==> config.mk <==
export PLATFORM = sky130hd
export DESIGN_NAME = adc_frame_reader
export DESIGN_NICKNAME = d
export VERILOG_FILES = /design/src/rtl/adcrd_pkg.sv /design/src/rtl/adcrd_seq.sv /design/src/rtl/adcrd_shift.sv /design/src/rtl/adcrd_fmt.sv /design/src/rtl/adc_frame_reader.sv
export SDC_FILE = /design/constraint.sdc
export NUM_CORES = 1
export LEC_CHECK = 0
export BUFFER_PORTS_ARGS = -buffer_cell sky130_fd_sc_hd__buf_2
export CAP_MARGIN = 40
export CORE_MARGIN = 3
export CORE_UTILIZATION = 55
export DETAILED_ROUTE_END_ITERATION = 8
export PLACE_DENSITY_LB_ADDON = 0.05
export SLEW_MARGIN = 20
export SYNTH_ARGS = -nofsm -noshare
export SYNTH_HDL_FRONTEND = slang
export SYNTH_SLANG_ARGS = --single-unit
==> constraint.sdc <==
create_clock -name clk -period 3.7 [get_ports clk]
set_input_delay 0.74 -clock clk [delete_from_list [all_inputs] [get_ports clk]]
set_output_delay 0.74 -clock clk [all_outputs]
set_load 0.01 [all_outputs]
==> src/rtl/adcrd_pkg.sv <==
package adcrd_pkg;

    localparam int FRAME_BITS = 16;
    localparam int DATA_BITS  = 12;
    localparam int LEAD_BITS  = FRAME_BITS - DATA_BITS;

    typedef enum logic [1:0] {
        ST_IDLE,
        ST_SETUP,
        ST_LOW,
        ST_HIGH
    } rd_state_e;

    // System clocks covering at least ns nanoseconds.
    function automatic int cycles_ceil(input int hz, input int ns);
        return ((hz / 1000) * ns + 999_999) / 1_000_000;
    endfunction

    // System clocks not exceeding ns nanoseconds.
    function automatic int cycles_floor(input int hz, input int ns);
        return ((hz / 1000) * ns) / 1_000_000;
    endfunction

endpackage

==> src/rtl/adcrd_seq.sv <==
module adcrd_seq #(
    parameter int DIV_W    = 8,
    parameter int CSS_CYC  = 4,
    parameter int CSW_CYC  = 4,
    parameter int MIN_HALF = 5,
    parameter int MAX_HALF = 250
) (
    input  logic             clk,
    input  logic             rst_n,
    input  logic             start,
    input  logic [DIV_W-1:0] div_half,
    input  logic             sel_req,
    output logic             cs_n,
    output logic             sclk,
    output logic             sample,
    output logic             done,
    output logic             sel_held
);
    import adcrd_pkg::*;

    localparam int CNT_TOP = (MAX_HALF > CSS_CYC) ? MAX_HALF : CSS_CYC;
    localparam int CNT_W   = $clog2(CNT_TOP + 1);
    localparam int GAP_W   = $clog2(CSW_CYC + 1);
    localparam int BIT_W   = $clog2(FRAME_BITS);

    typedef struct packed {
        rd_state_e        st;
        logic [CNT_W-1:0] cnt;
        logic [CNT_W-1:0] half;
        logic [BIT_W-1:0] bitn;
        logic [GAP_W-1:0] gap;
        logic             cs_n;
        logic             sclk;
        logic             sample;
        logic             done;
        logic             sel;
    } seq_regs_t;

    seq_regs_t        r_q, r_d;
    logic [CNT_W-1:0] half_lim;

    always_comb begin
        if (int'(div_half) < MIN_HALF)      half_lim = CNT_W'(MIN_HALF);
        else if (int'(div_half) > MAX_HALF) half_lim = CNT_W'(MAX_HALF);
        else                                half_lim = CNT_W'(div_half);
    end

    always_comb begin
        r_d        = r_q;
        r_d.sample = 1'b0;
        r_d.done   = 1'b0;
        case (r_q.st)
            ST_IDLE: begin
                if (r_q.gap != GAP_W'(CSW_CYC)) r_d.gap = r_q.gap + 1'b1;
                if (start && (r_q.gap == GAP_W'(CSW_CYC))) begin
                    r_d.st   = ST_SETUP;
                    r_d.cs_n = 1'b0;
                    r_d.cnt  = '0;
                    r_d.half = half_lim;
                    r_d.sel  = sel_req;
                    r_d.bitn = '0;
                end
            end
            ST_SETUP: begin
                if (r_q.cnt == CNT_W'(CSS_CYC - 1)) begin
                    r_d.st   = ST_LOW;
                    r_d.sclk = 1'b0;
                    r_d.cnt  = '0;
                end else begin
                    r_d.cnt = r_q.cnt + 1'b1;
                end
            end
            ST_LOW: begin
                if (r_q.cnt == r_q.half - CNT_W'(1)) begin
                    r_d.st     = ST_HIGH;
                    r_d.sclk   = 1'b1;
                    r_d.sample = 1'b1;
                    r_d.cnt    = '0;
                end else begin
                    r_d.cnt = r_q.cnt + 1'b1;
                end
            end
            default: begin
                if (r_q.cnt == r_q.half - CNT_W'(1)) begin
                    r_d.cnt = '0;
                    if (r_q.bitn == BIT_W'(FRAME_BITS - 1)) begin
                        r_d.st   = ST_IDLE;
                        r_d.cs_n = 1'b1;
                        r_d.done = 1'b1;
                        r_d.gap  = '0;
                        r_d.bitn = '0;
                    end else begin
                        r_d.st   = ST_LOW;
                        r_d.sclk = 1'b0;
                        r_d.bitn = r_q.bitn + 1'b1;
                    end
                end else begin
                    r_d.cnt = r_q.cnt + 1'b1;
                end
            end
        endcase
    end

    always_ff @(posedge clk or negedge rst_n) begin
        if (!rst_n) begin
            r_q        <= '0;
            r_q.st     <= ST_IDLE;
            r_q.half   <= CNT_W'(MIN_HALF);
            r_q.gap    <= GAP_W'(CSW_CYC);
            r_q.cs_n   <= 1'b1;
            r_q.sclk   <= 1'b1;
        end else begin
            r_q <= r_d;
        end
    end

    assign cs_n     = r_q.cs_n;
    assign sclk     = r_q.sclk;
    assign sample   = r_q.sample;
    assign done     = r_q.done;
    assign sel_held = r_q.sel;

    p_idle_clk_high_r4: assert property (@(posedge clk) disable iff (!rst_n)
        cs_n |-> sclk);
    p_cs_gap_r3: assert property (@(posedge clk) disable iff (!rst_n)
        $fell(cs_n) |-> ($past(r_q.gap) == GAP_W'(CSW_CYC)));
    p_setup_r3: assert property (@(posedge clk) disable iff (!rst_n)
        $fell(cs_n) |=> (sclk && !cs_n));
    p_low_min_r4: assert property (@(posedge clk) disable iff (!rst_n)
        $fell(sclk) |=> !sclk);
    p_frame_len_r5: assert property (@(posedge clk) disable iff (!rst_n)
        done |-> ($past(r_q.bitn) == BIT_W'(FRAME_BITS - 1)));
    p_sample_rise_r6: assert property (@(posedge clk) disable iff (!rst_n)
        sample |-> (sclk && !$past(sclk)));

endmodule

==> src/rtl/adcrd_shift.sv <==
module adcrd_shift #(
    parameter int WIDTH = 16
) (
    input  logic             clk,
    input  logic             rst_n,
    input  logic             sample,
    input  logic             sdi,
    output logic [WIDTH-1:0] word
);
    typedef struct packed {
        logic [WIDTH-1:0] sr;
    } sh_regs_t;

    sh_regs_t r_q, r_d;

    always_comb begin
        r_d = r_q;
        if (sample) r_d.sr = {r_q.sr[WIDTH-2:0], sdi};
    end

    always_ff @(posedge clk or negedge rst_n) begin
        if (!rst_n) r_q <= '0;
        else        r_q <= r_d;
    end

    assign word = r_q.sr;

endmodule

==> src/rtl/adcrd_fmt.sv <==
module adcrd_fmt (
    input  logic        clk,
    input  logic        rst_n,
    input  logic        done,
    input  logic        use_signed,
    input  logic [15:0] word,
    output logic [15:0] result,
    output logic        valid,
    output logic        is_signed,
    output logic        err
);
    import adcrd_pkg::*;

    typedef struct packed {
        logic [FRAME_BITS-1:0] res;
        logic                  vld;
        logic                  sgn;
        logic                  err;
    } fmt_regs_t;

    fmt_regs_t            r_q, r_d;
    logic [DATA_BITS-1:0] data;

    assign data = word[DATA_BITS-1:0];

    always_comb begin
        r_d     = r_q;
        r_d.vld = 1'b0;
        if (done) begin
            r_d.vld = 1'b1;
            r_d.sgn = use_signed;
            r_d.err = |word[FRAME_BITS-1:DATA_BITS];
            if (use_signed) r_d.res = {{LEAD_BITS{data[DATA_BITS-1]}}, data};
            else            r_d.res = {{LEAD_BITS{1'b0}}, data};
        end
    end

    always_ff @(posedge clk or negedge rst_n) begin
        if (!rst_n) r_q <= '0;
        else        r_q <= r_d;
    end

    assign result    = r_q.res;
    assign valid     = r_q.vld;
    assign is_signed = r_q.sgn;
    assign err       = r_q.err;

    p_valid_pulse_r10: assert property (@(posedge clk) disable iff (!rst_n)
        valid |=> !valid);
    p_sext_r8: assert property (@(posedge clk) disable iff (!rst_n)
        (valid && is_signed) |-> (result[15:12] == {4{result[11]}}));
    p_zext_r8: assert property (@(posedge clk) disable iff (!rst_n)
        (valid && !is_signed) |-> (result[15:12] == 4'h0));

endmodule

==> src/rtl/adc_frame_reader.sv <==
module adc_frame_reader #(
    parameter int CLK_HZ      = 50_000_000,
    parameter int DIV_W       = 8,
    parameter int SEL_IS_CHAN = 0
) (
    input  logic             clk,
    input  logic             rst_n,
    input  logic             start,
    input  logic [DIV_W-1:0] div_half,
    input  logic             req_sel,
    input  logic             sdi,
    output logic             cs_n,
    output logic             oe_n,
    output logic             sclk,
    output logic             sel_line,
    output logic [15:0]      result,
    output logic             result_valid,
    output logic             result_signed,
    output logic             frame_err
);
    import adcrd_pkg::*;

    localparam int CSS_CYC  = cycles_ceil(CLK_HZ, 80);
    localparam int CSW_CYC  = cycles_ceil(CLK_HZ, 80);
    localparam int MIN_HALF = cycles_ceil(CLK_HZ, 100);
    localparam int MAX_HALF = cycles_floor(CLK_HZ, 5000);

    logic                  sample, done, sel_held, fmt_signed;
    logic [FRAME_BITS-1:0] word;

    adcrd_seq #(
        .DIV_W    (DIV_W),
        .CSS_CYC  (CSS_CYC),
        .CSW_CYC  (CSW_CYC),
        .MIN_HALF (MIN_HALF),
        .MAX_HALF (MAX_HALF)
    ) i_seq (
        .clk      (clk),
        .rst_n    (rst_n),
        .start    (start),
        .div_half (div_half),
        .sel_req  (req_sel),
        .cs_n     (cs_n),
        .sclk     (sclk),
        .sample   (sample),
        .done     (done),
        .sel_held (sel_held)
    );

    adcrd_shift #(.WIDTH(FRAME_BITS)) i_shift (
        .clk    (clk),
        .rst_n  (rst_n),
        .sample (sample),
        .sdi    (sdi),
        .word   (word)
    );

    generate
        if (SEL_IS_CHAN != 0) begin : g_chan
            assign sel_line   = sel_held;
            assign fmt_signed = 1'b0;
        end else begin : g_coding
            assign sel_line   = ~sel_held;
            assign fmt_signed = sel_held;
        end
    endgenerate

    adcrd_fmt i_fmt (
        .clk        (clk),
        .rst_n      (rst_n),
        .done       (done),
        .use_signed (fmt_signed),
        .word       (word),
        .result     (result),
        .valid      (result_valid),
        .is_signed  (result_signed),
        .err        (frame_err)
    );

    assign oe_n = cs_n;

    p_sel_hold_r7: assert property (@(posedge clk) disable iff (!rst_n)
        (!cs_n && $past(!cs_n)) |-> $stable(sel_line));

endmodule

==> impl_summary.log, run 1 <==
[metrics] Avg Cell Area, Syn: 10.9 sq um
[metrics] 1st-pass router iterations: 4
[metrics] startpoint of the most critical setup path: i_seq.r_q[12]
[metrics] area of the core: 5610 sq um
[metrics] clock transition at the register clock pins on the worst setup and hold paths after CTS: 70 ps
[metrics] CTS root buffer: sky130_fd_sc_hd__clkbuf_8
[metrics] unrepaired setup endpoints after global routing: false
[metrics] routed length on met1: 3010 um
[metrics] CP Class: flop to flop
[metrics] top routing layer in use: met4
[metrics] pin count of the biggest net entering global routing: 63
[metrics] starting utilization of the core area: 0.578
[metrics] non-filler instance count after layout: 402
[metrics] Boundary Pins: 36
[metrics] Final Setup Violations: 0
[metrics] number of DRC violations after detailed-routing iteration 0: 102
[metrics] proportion of register bits with asynchronous set or reset after synthesis: 1.00
[metrics] period utilization: 0.769
[metrics] vias in the first global route: 2133
[metrics] total DRC errors in the routed layout: 0
[metrics] relative slew slack: 0.545
[metrics] highest achievable clock rate: 0.351 GHz
[metrics] number of library cell types mapped by synthesis: 56
[metrics] H-tree levels: 3
[metrics] fraction of layout instances using a drive strength above 1: 0.321
[metrics] share of power burned in the clock network: 0.459
[metrics] Gate power share: 0.023
[metrics] # nets final: 347
[metrics] cell internal pwr: 1.01 mW
[metrics] post-detailed-routing wire length: 6200 um
[metrics] Mapped Area: 3240 sq um
[metrics] number of buffers added by the clock tree synthesis step: 9
[metrics] site row count: 27
[metrics] highest ir drop seen on vdd: 0.230 mV
[metrics] width of the die: 82.7 um
[metrics] number of cells upsized or downsized after cts: 0
[metrics] min-delay worst type: primary input to async pin
[metrics] clock latency of the later-clocked register in the worst-skew pair: 340 ps
[metrics] Switching Share: 0.224
[metrics] Die Area: 6850 sq um
[metrics] routability congestion estimate from global placement: 0.838
[metrics] CTS tree: yes
[metrics] Finished Cell Area: 3610 sq um
[metrics] reg2reg end: i_seq.r_q[28]
[metrics] Synth Instances: 297
[metrics] met2 layer wire length in the routed design: 2900 um
[metrics] number of vias per cell after detailed routing: 5.64
[metrics] total congestion overflow: 0
[metrics] final setup skew: 7.94 ps
[metrics] Area Growth Syn to Fin: 11.5%
[metrics] syn nets: 319
[metrics] actual slew at the worst max-slew pin: 682 ps
[metrics] Critical Path AT: 3110 ps
[metrics] top_reg_cell synth: sky130_fd_sc_hd__dfrtp_1
[metrics] wire length of the first global-routing pass: 10400 um
[metrics] critical path launch point type: flop
[metrics] diode count: 0
[metrics] overall fraction of global-route tracks in use: 0.202
[metrics] reg2reg start: i_seq.r_q[12]
[metrics] Max Slew Vio Count: 0
[metrics] Clock Sinks: 62
[metrics] register-to-register path setup slack: 850 ps
[metrics] I/O Buffers: 35
[metrics] number of nets still failing antenna checks after routing: 0
[metrics] initial antenna violation count: 0
[metrics] post-route setup slack: 854 ps
[metrics] nature of the critical path endpoint: flop
[metrics] number of hold-slack violations in the final timing report: 0
[metrics] number of synthesized flops with an enable pin: 0
[metrics] placed wire-length estimate after detailed placement: 4250 um
[metrics] Max FO, Critical Path: 19
[metrics] number of warnings issued by yosys: 0
[metrics] buffers inserted during post-CTS setup optimization: 0
[metrics] number of vias in the routed layout: 2267
[metrics] CTS Hold Buffers Added: 0
[metrics] number of placed instances with taps included: 385
[metrics] P per Cell Area: 362 nW/um^2
[metrics] routed length on met3: 230 um
[metrics] Setup TNS Final: 0 ps
[metrics] static leakage power: 1.76 nW
[metrics] post-route minimum period: 2850 ps
[metrics] Switching Power: 292 uW
[metrics] number of synthesized register bits: 62
[metrics] Die Y-Extent: 82.7 um
[metrics] part of the total power dissipated in sequential elements: 0.519
[metrics] maximum root-to-sink buffer count: 2
[metrics] maximum capacitance violations: 0
[metrics] part of the Yosys area used for sequential elements: 0.481
[metrics] WHS: 276 ps
[metrics] placed standard-cell area: 3390 sq um
[metrics] outcome: finished clean
[metrics] length in cells of the worst reg-to-reg path: 8
[metrics] Data required, critical path: 3960 ps
[metrics] routed len/inst: 15.4 um
[metrics] dpl ws: 819 ps
-- flip-flops by register name (all words and copies together) (netlist names) --
register / count
i_seq.done: 1
i_seq.cs_n: 1
i_seq.sel_held: 1
i_seq.r_q: 25
i_fmt.result: 13
i_seq.sclk: 1
i_fmt.err: 1
i_fmt.valid: 1
i_fmt.is_signed: 1
i_shift.word: 16
i_seq.sample: 1
-- worst max-delay path, cell delays in order, from the launching register on --
cell and delay, ps:
sky130_fd_sc_hd__dfstp_2 580, sky130_fd_sc_hd__inv_1 70, sky130_fd_sc_hd__ha_1 240, sky130_fd_sc_hd__nor2b_1 170
sky130_fd_sc_hd__a211o_1 280, sky130_fd_sc_hd__a2111oi_2 270, sky130_fd_sc_hd__and4_1 680, sky130_fd_sc_hd__o211a_1 300
sky130_fd_sc_hd__mux2i_1 180
-- Yosys cell counts, types with 5 or more instances --
library cell / count / share of area
sky130_fd_sc_hd__nor2_1: 20 / 0.023
sky130_fd_sc_hd__inv_1: 12 / 0.014
sky130_fd_sc_hd__mux2i_1: 6 / 0.019
sky130_fd_sc_hd__nand2_1: 25 / 0.029
sky130_fd_sc_hd__clkbuf_1: 8 / 0.0093
sky130_fd_sc_hd__o21ai_1: 9 / 0.014
sky130_fd_sc_hd__nand3_1: 13 / 0.020
sky130_fd_sc_hd__ha_1: 9 / 0.035
sky130_fd_sc_hd__o21ai_0: 6 / 0.0093
sky130_fd_sc_hd__dfstp_2: 5 / 0.041
sky130_fd_sc_hd__dfrtp_1: 57 / 0.44
sky130_fd_sc_hd__a21oi_1: 7 / 0.011
sky130_fd_sc_hd__xnor2_1: 7 / 0.019
sky130_fd_sc_hd__mux2_2: 36 / 0.13
-- cells in the final DEF, fill, tap and decap left out, types with 2 or more instances in the layout --
| cell type | instances |
|---|---|
| sky130_fd_sc_hd__dfrtp_1 | 57 |
| sky130_fd_sc_hd__mux2_2 | 36 |
| sky130_fd_sc_hd__buf_2 | 35 |
| sky130_fd_sc_hd__nand2_1 | 25 |
| sky130_fd_sc_hd__nor2_1 | 20 |
| sky130_fd_sc_hd__nand3_1 | 13 |
| sky130_fd_sc_hd__inv_1 | 12 |
| sky130_fd_sc_hd__clkbuf_8 | 10 |
| sky130_fd_sc_hd__o21ai_1 | 9 |
| sky130_fd_sc_hd__ha_1 | 9 |
| sky130_fd_sc_hd__a21oi_1 | 7 |
| sky130_fd_sc_hd__xnor2_1 | 7 |
| sky130_fd_sc_hd__mux2i_1 | 6 |
| sky130_fd_sc_hd__o21ai_0 | 6 |
| sky130_fd_sc_hd__dfstp_2 | 5 |
| sky130_fd_sc_hd__nor3_1 | 4 |
| sky130_fd_sc_hd__or2_2 | 4 |
| sky130_fd_sc_hd__and3_1 | 4 |
| sky130_fd_sc_hd__nand2b_1 | 4 |
| sky130_fd_sc_hd__a22o_1 | 4 |
| sky130_fd_sc_hd__a31oi_1 | 4 |
| sky130_fd_sc_hd__and2_1 | 3 |
| sky130_fd_sc_hd__or3_1 | 3 |
| sky130_fd_sc_hd__o221a_2 | 3 |
| sky130_fd_sc_hd__clkinv_2 | 3 |
| sky130_fd_sc_hd__nor2b_1 | 2 |
| sky130_fd_sc_hd__a221o_1 | 2 |
| sky130_fd_sc_hd__nor4_1 | 2 |
| sky130_fd_sc_hd__o311ai_0 | 2 |
-- power by group through the flow --
stage | Clock, mW | Sequential, mW | Combinational, mW
2_1_floorplan | 0 | 0.691 | 0.00266
3_3_place_gp | 0 | 0.690 | 0.0268
3_5_place_dp | 0 | 0.690 | 0.0269
4_1_cts | 0.615 | 0.678 | 0.0269
5_1_grt | 0.649 | 0.677 | 0.0337
6_report | 0.600 | 0.678 | 0.0295
-- final cells by class --
cell class	instances	area, sq um
inverter	12	45.0
timing repair buffer	37	210
fill	466	2000
sequential	62	1560
clock inverter	6	61.3
multi-input combinational	203	1510
clock buffer	10	138
tap	72	90.1
-- worst max-delay path by stage --
stage	end	slack [ps]	depth (start not counted)
after floorplan	i_seq.r_q[8]	1340	10
after detailed placement	i_seq.r_q[29]	820	8
after global routing	i_seq.r_q[29]	640	8
after global placement	i_seq.r_q[29]	890	8
final	i_seq.r_q[28]	850	8
after CTS	i_seq.r_q[28]	830	8
-- stage by stage --
step	power, mW	utilization
final	1.31	0.644
after global placement	0.717	0.604
after CTS	1.32	0.639
after global routing	1.36	0.644
after detailed placement	0.717	0.604
after floorplan	0.693	-
-- cells by family (layout without fill, tap and decap cells) --
| kind of cell | after synthesis | after routing | share of synthesized area |
|---|---|---|---|
| xor gates and xnor gates | 9 | 9 | 0.0267 |
| buffers and inverters | 32 | 65 | 0.0529 |
| and+or+nand+nor | 93 | 93 | 0.146 |
| DFF | 62 | 62 | 0.481 |
| AOI/OAI and AO/OA | 50 | 50 | 0.115 |
| muxes | 42 | 42 | 0.144 |
| adders and majority gates | 9 | 9 | 0.0348 |
-- routing by layer --
| layer | track usage | up-vias |
|---|---|---|
| met5 | 0 | - |
| met4 | 0.0637 | 0 |
| met3 | 0.0466 | 7 |
| met2 | 0.316 | 39 |
| met1 | 0.278 | 1114 |
| li1 | - | 1107 |
Power figures use the tool's default switching activity.
==> run 2: changes to the inputs <==
Settings changed: ABC_AREA from default to 1.
Clock period 3.7 ns to 2.92 ns, I/O delays scaled along.
==> run 2 against run 1 <==
Against the previous run:
- total power grew 130%
- global-route usage is essentially flat
- final area down 1.6%
- sequential cell count did not move
- first-iteration DRC count up 19%
- largest power group unchanged
- highest routed layer unchanged
==> impl_summary.log, run 2 <==
[metrics] total DRC errors in the routed layout: 0 (unchanged)
[metrics] placed standard-cell area: 3360 sq um (-0.74%)
[metrics] number of vias per cell after detailed routing: 5.02 (-11%)
[metrics] number of synthesized register bits: 62 (unchanged)
[metrics] combinational family with the most area after synthesis: simple AND/OR/NAND/NOR gates
[metrics] nature of the critical path endpoint: flop
[metrics] site row count: 26 (-3.7%)
[metrics] pin count of the biggest net entering global routing: 33 (-48%)
[metrics] placed wire-length estimate after detailed placement: 4390 um (+3.4%)
[metrics] starting utilization of the core area: 0.593 (+0.0158)
[metrics] # nets final: 431 (+24%)
[metrics] crit path buf inv count: 1 (unchanged)
[metrics] most flop-heavy register: i_seq.r_q
[metrics] top cell type's share of synthesized area: 0.453 (+0.0130)
[metrics] total congestion overflow: 0 (unchanged)
[metrics] number of cells upsized or downsized after cts: 0 (unchanged)
[metrics] outcome: finished clean
[metrics] logic depth of the worst setup path including buffers: 11 (+3)
[metrics] biggest cell delay along the critical path: 550 ps (-130 ps)
[metrics] Clock Sinks: 62 (unchanged)
[metrics] Area Growth Syn to Fin: 13.0%
[metrics] share of the synthesized area in compound gates (AO/OA/AOI/OAI): 0.101 (-0.0141)
[metrics] count of fill cells added during filler insertion: 453 (-2.8%)
[metrics] number of hold-slack violations in the final timing report: 0 (unchanged)
[metrics] clock latency of the later-clocked register in the worst-skew pair: 330 ps (about the same)
[metrics] post-route setup slack: 825 ps (-28.1 ps)
[metrics] register-to-register path setup slack: 830 ps (-30 ps)
[metrics] number of synthesized flops with an enable pin: 0 (unchanged)
[metrics] highest achievable clock rate: 0.477 GHz (+36%)
[metrics] post-route minimum period: 2090 ps (-752 ps)
[metrics] buffers inserted during post-CTS setup optimization: 0 (unchanged)
[metrics] Critical Path AT: 2310 ps (-800 ps)
[metrics] number of nets still failing antenna checks after routing: 0 (unchanged)
[metrics] Boundary Pins: 36 (unchanged)
[metrics] chain of cells forming the critical path: inv_2 > ha_1 > xnor2_1 > or2_0 > nand3_1 > nor2_4 > nand2_4 > a21oi_4 > nand2_4 > nand3_1 > nand2_1
[metrics] Die Area: 6670 sq um (-2.7%)
[metrics] cell taking the most area after synthesis: sky130_fd_sc_hd__dfrtp_1
[metrics] Reg area: 1560 sq um (unchanged)
[metrics] period utilization: 0.717 (-0.0520)
[metrics] top-count cell post-synth: sky130_fd_sc_hd__nand2_1
[metrics] number of library cell types mapped by synthesis: 36 (-36%)
[metrics] Mapped Area: 3150 sq um (-2.9%)
[metrics] static leakage power: 1.79 nW (+1.7%)
[metrics] fraction of layout instances using a drive strength above 1: 0.198 (-0.123)
[metrics] maximum capacitance violations: 0 (unchanged)
[metrics] dpl ws: 828 ps (+8.69 ps)
[metrics] overall fraction of global-route tracks in use: 0.201 (-0.000298)
[metrics] Avg Cell Area, Syn: 8.41 sq um (-23%)
[metrics] Setup TNS Final: 0 ps (unchanged)
[metrics] CP Class: flop to flop
[metrics] number of buffers added by the clock tree synthesis step: 9 (unchanged)
[metrics] multiplexer fraction of the synthesized cell area: 0.0107 (-0.133)
[metrics] diode count: 0 (unchanged)
[metrics] Finished Cell Area: 3550 sq um (-1.6%)
[metrics] width of the die: 81.6 um (-1.3%)
[metrics] number of vias in the routed layout: 2431 (+7.2%)
[metrics] min-delay worst type: primary input to async pin
[metrics] I/O Buffers: 35 (unchanged)
[metrics] CTS Hold Buffers Added: 0 (unchanged)
[metrics] syn nets: 396 (+24%)
[metrics] critical path launch point type: flop
[metrics] slowest library cell on the worst path: sky130_fd_sc_hd__dfstp_2
[metrics] Max Slew Vio Count: 0 (unchanged)
[metrics] P per Cell Area: 842 nW/um^2 (+130%)
[metrics] routability congestion estimate from global placement: 0.827 (-1.2%)
[metrics] 1st-pass router iterations: 5 (+1)
[metrics] top_reg_cell synth: sky130_fd_sc_hd__dfrtp_1
[metrics] final setup skew: 6.54 ps (-1.40 ps)
[metrics] reg2reg end: i_seq.r_q[21]
[metrics] CTS root buffer: sky130_fd_sc_hd__clkbuf_8
[metrics] highest ir drop seen on vdd: 0.487 mV (+110%)
[metrics] Final Setup Violations: 0 (unchanged)
[metrics] Max FO, Critical Path: 8 (-11)
[metrics] area of the core: 5300 sq um (-5.4%)
[metrics] length in cells of the worst reg-to-reg path: 11 (+3)
[metrics] Data required, critical path: 3140 ps (-820 ps)
[metrics] Die Y-Extent: 81.6 um (-1.3%)
[metrics] vias in the first global route: 2339 (+9.7%)
[metrics] CTS tree: yes
[metrics] multi-input gate area in the final layout: 1330 sq um (-12%)
[metrics] proportion of register bits with asynchronous set or reset after synthesis: 1.00 (unchanged)
[metrics] Synth Instances: 374 (+26%)
[metrics] relative slew slack: 0.462 (-0.0836)
[metrics] most common library cell in the layout ignoring fill and taps: sky130_fd_sc_hd__nand2_1
[metrics] xor/xnor cell area share of the yosys netlist: 0.0358 (+0.00913)
[metrics] most frequent cells in the layout: 86 x sky130_fd_sc_hd__nand2_1, 57 x sky130_fd_sc_hd__dfrtp_1, 43 x sky130_fd_sc_hd__inv_1
[metrics] flip-flop count of the largest register, all copies and words added: 25 (unchanged)
[metrics] H-tree levels: 3 (unchanged)
[metrics] number of DRC violations after detailed-routing iteration 0: 121 (+19%)
[metrics] Top delay family on crit path: simple AND/OR/NAND/NOR gates
[metrics] post-detailed-routing wire length: 5970 um (-3.8%)
[metrics] part of the Yosys area used for sequential elements: 0.495 (+0.0141)
[metrics] reg2reg start: i_seq.r_q[12]
[metrics] adder and majority gate portion of the synthesized area: 0.0358 (+0.00102)
[metrics] number of warnings issued by yosys: 0 (unchanged)
[metrics] wire length of the first global-routing pass: 10400 um (-0.46%)
[metrics] routed len/inst: 12.3 um (-20%)
[metrics] maximum root-to-sink buffer count: 2 (unchanged)
[metrics] synthesized-area fraction occupied by and/or/nand/nor cells: 0.237 (+0.0918)
[metrics] clock transition at the register clock pins on the worst setup and hold paths after CTS: 70 ps (about the same)
[metrics] actual slew at the worst max-slew pin: 808 ps (+125 ps)
[metrics] unrepaired setup endpoints after global routing: false
[metrics] Final Power: 2.99 mW (+130%)
[metrics] main area contributors after synthesis: sky130_fd_sc_hd__dfrtp_1 45%, sky130_fd_sc_hd__nand2_1 10%, sky130_fd_sc_hd__inv_1 5.1%
[metrics] initial antenna violation count: 0 (unchanged)
[metrics] cell types with the highest counts after synthesis: 86 x sky130_fd_sc_hd__nand2_1, 57 x sky130_fd_sc_hd__dfrtp_1, 43 x sky130_fd_sc_hd__inv_1
[run 2: logic make-up (layout without fill, tap and decap cells)]
kind of cell | count (synthesis) | in the layout
multiplexers | 3 | 3
AND/OR/NAND/NOR | 165 | 165
buffers and inverters | 64 | 104
flip-flops | 62 | 62
adder cells (fa/ha/maj) | 9 | 9
AO/OA/AOI/OAI | 59 | 59
XOR/XNOR | 12 | 12
[run 2: report_power, final]
group / switching, mW / internal [mW]
Sequential: 0.163 / 1.05
Clock: 0.316 / 0.392
Combinational: 0.682 / 0.387
Total: 1.16 / 1.83
[run 2: how the worst max path moves through the flow]
stage                                to  slack, ps          start
after CTS                 i_seq.r_q[20]        810  i_seq.r_q[12]
final                     i_seq.r_q[21]        830  i_seq.r_q[12]
after global routing      i_seq.r_q[14]        630  i_seq.r_q[28]
after global placement    i_seq.r_q[21]        900  i_seq.r_q[12]
after detailed placement  i_seq.r_q[20]        830  i_seq.r_q[12]
after floorplan           i_seq.r_q[20]        990  i_seq.r_q[12]
[run 2: cell type report]
cell class | count | area share
multi-input combinational | 248 | 0.373
timing repair buffer | 38 | 0.0602
clock buffer | 12 | 0.0380
tap | 70 | 0.0246
clock inverter | 4 | 0.0134
inverter | 50 | 0.0528
sequential | 62 | 0.438
[run 2: per-layer routing]
layer	track usage	share of wire
met5	0	0
met4	0.0847	0.012
met3	0.0428	0.034
met2	0.325	0.46
met1	0.264	0.49
[run 2: through the flow]
step,utilization,hold WS [ps],cells
floorplan,-,288,374
global placement,0.634,464,467
detailed placement,0.634,469,467
CTS,0.668,317,483
global route,0.670,338,484
finish,0.670,298,484
[run 2: worst reg2reg max path, delay by kind of cell, from the launching register on]
| kind | cells | cell delay (ps) |
|---|---|---|
| buffers and inverters | 1 | 60 |
| xor gates and xnor gates | 1 | 200 |
| DFF | 1 | 550 |
| and+or+nand+nor | 7 | 740 |
| AOI/OAI and AO/OA | 1 | 210 |
| adders and majority gates | 1 | 230 |
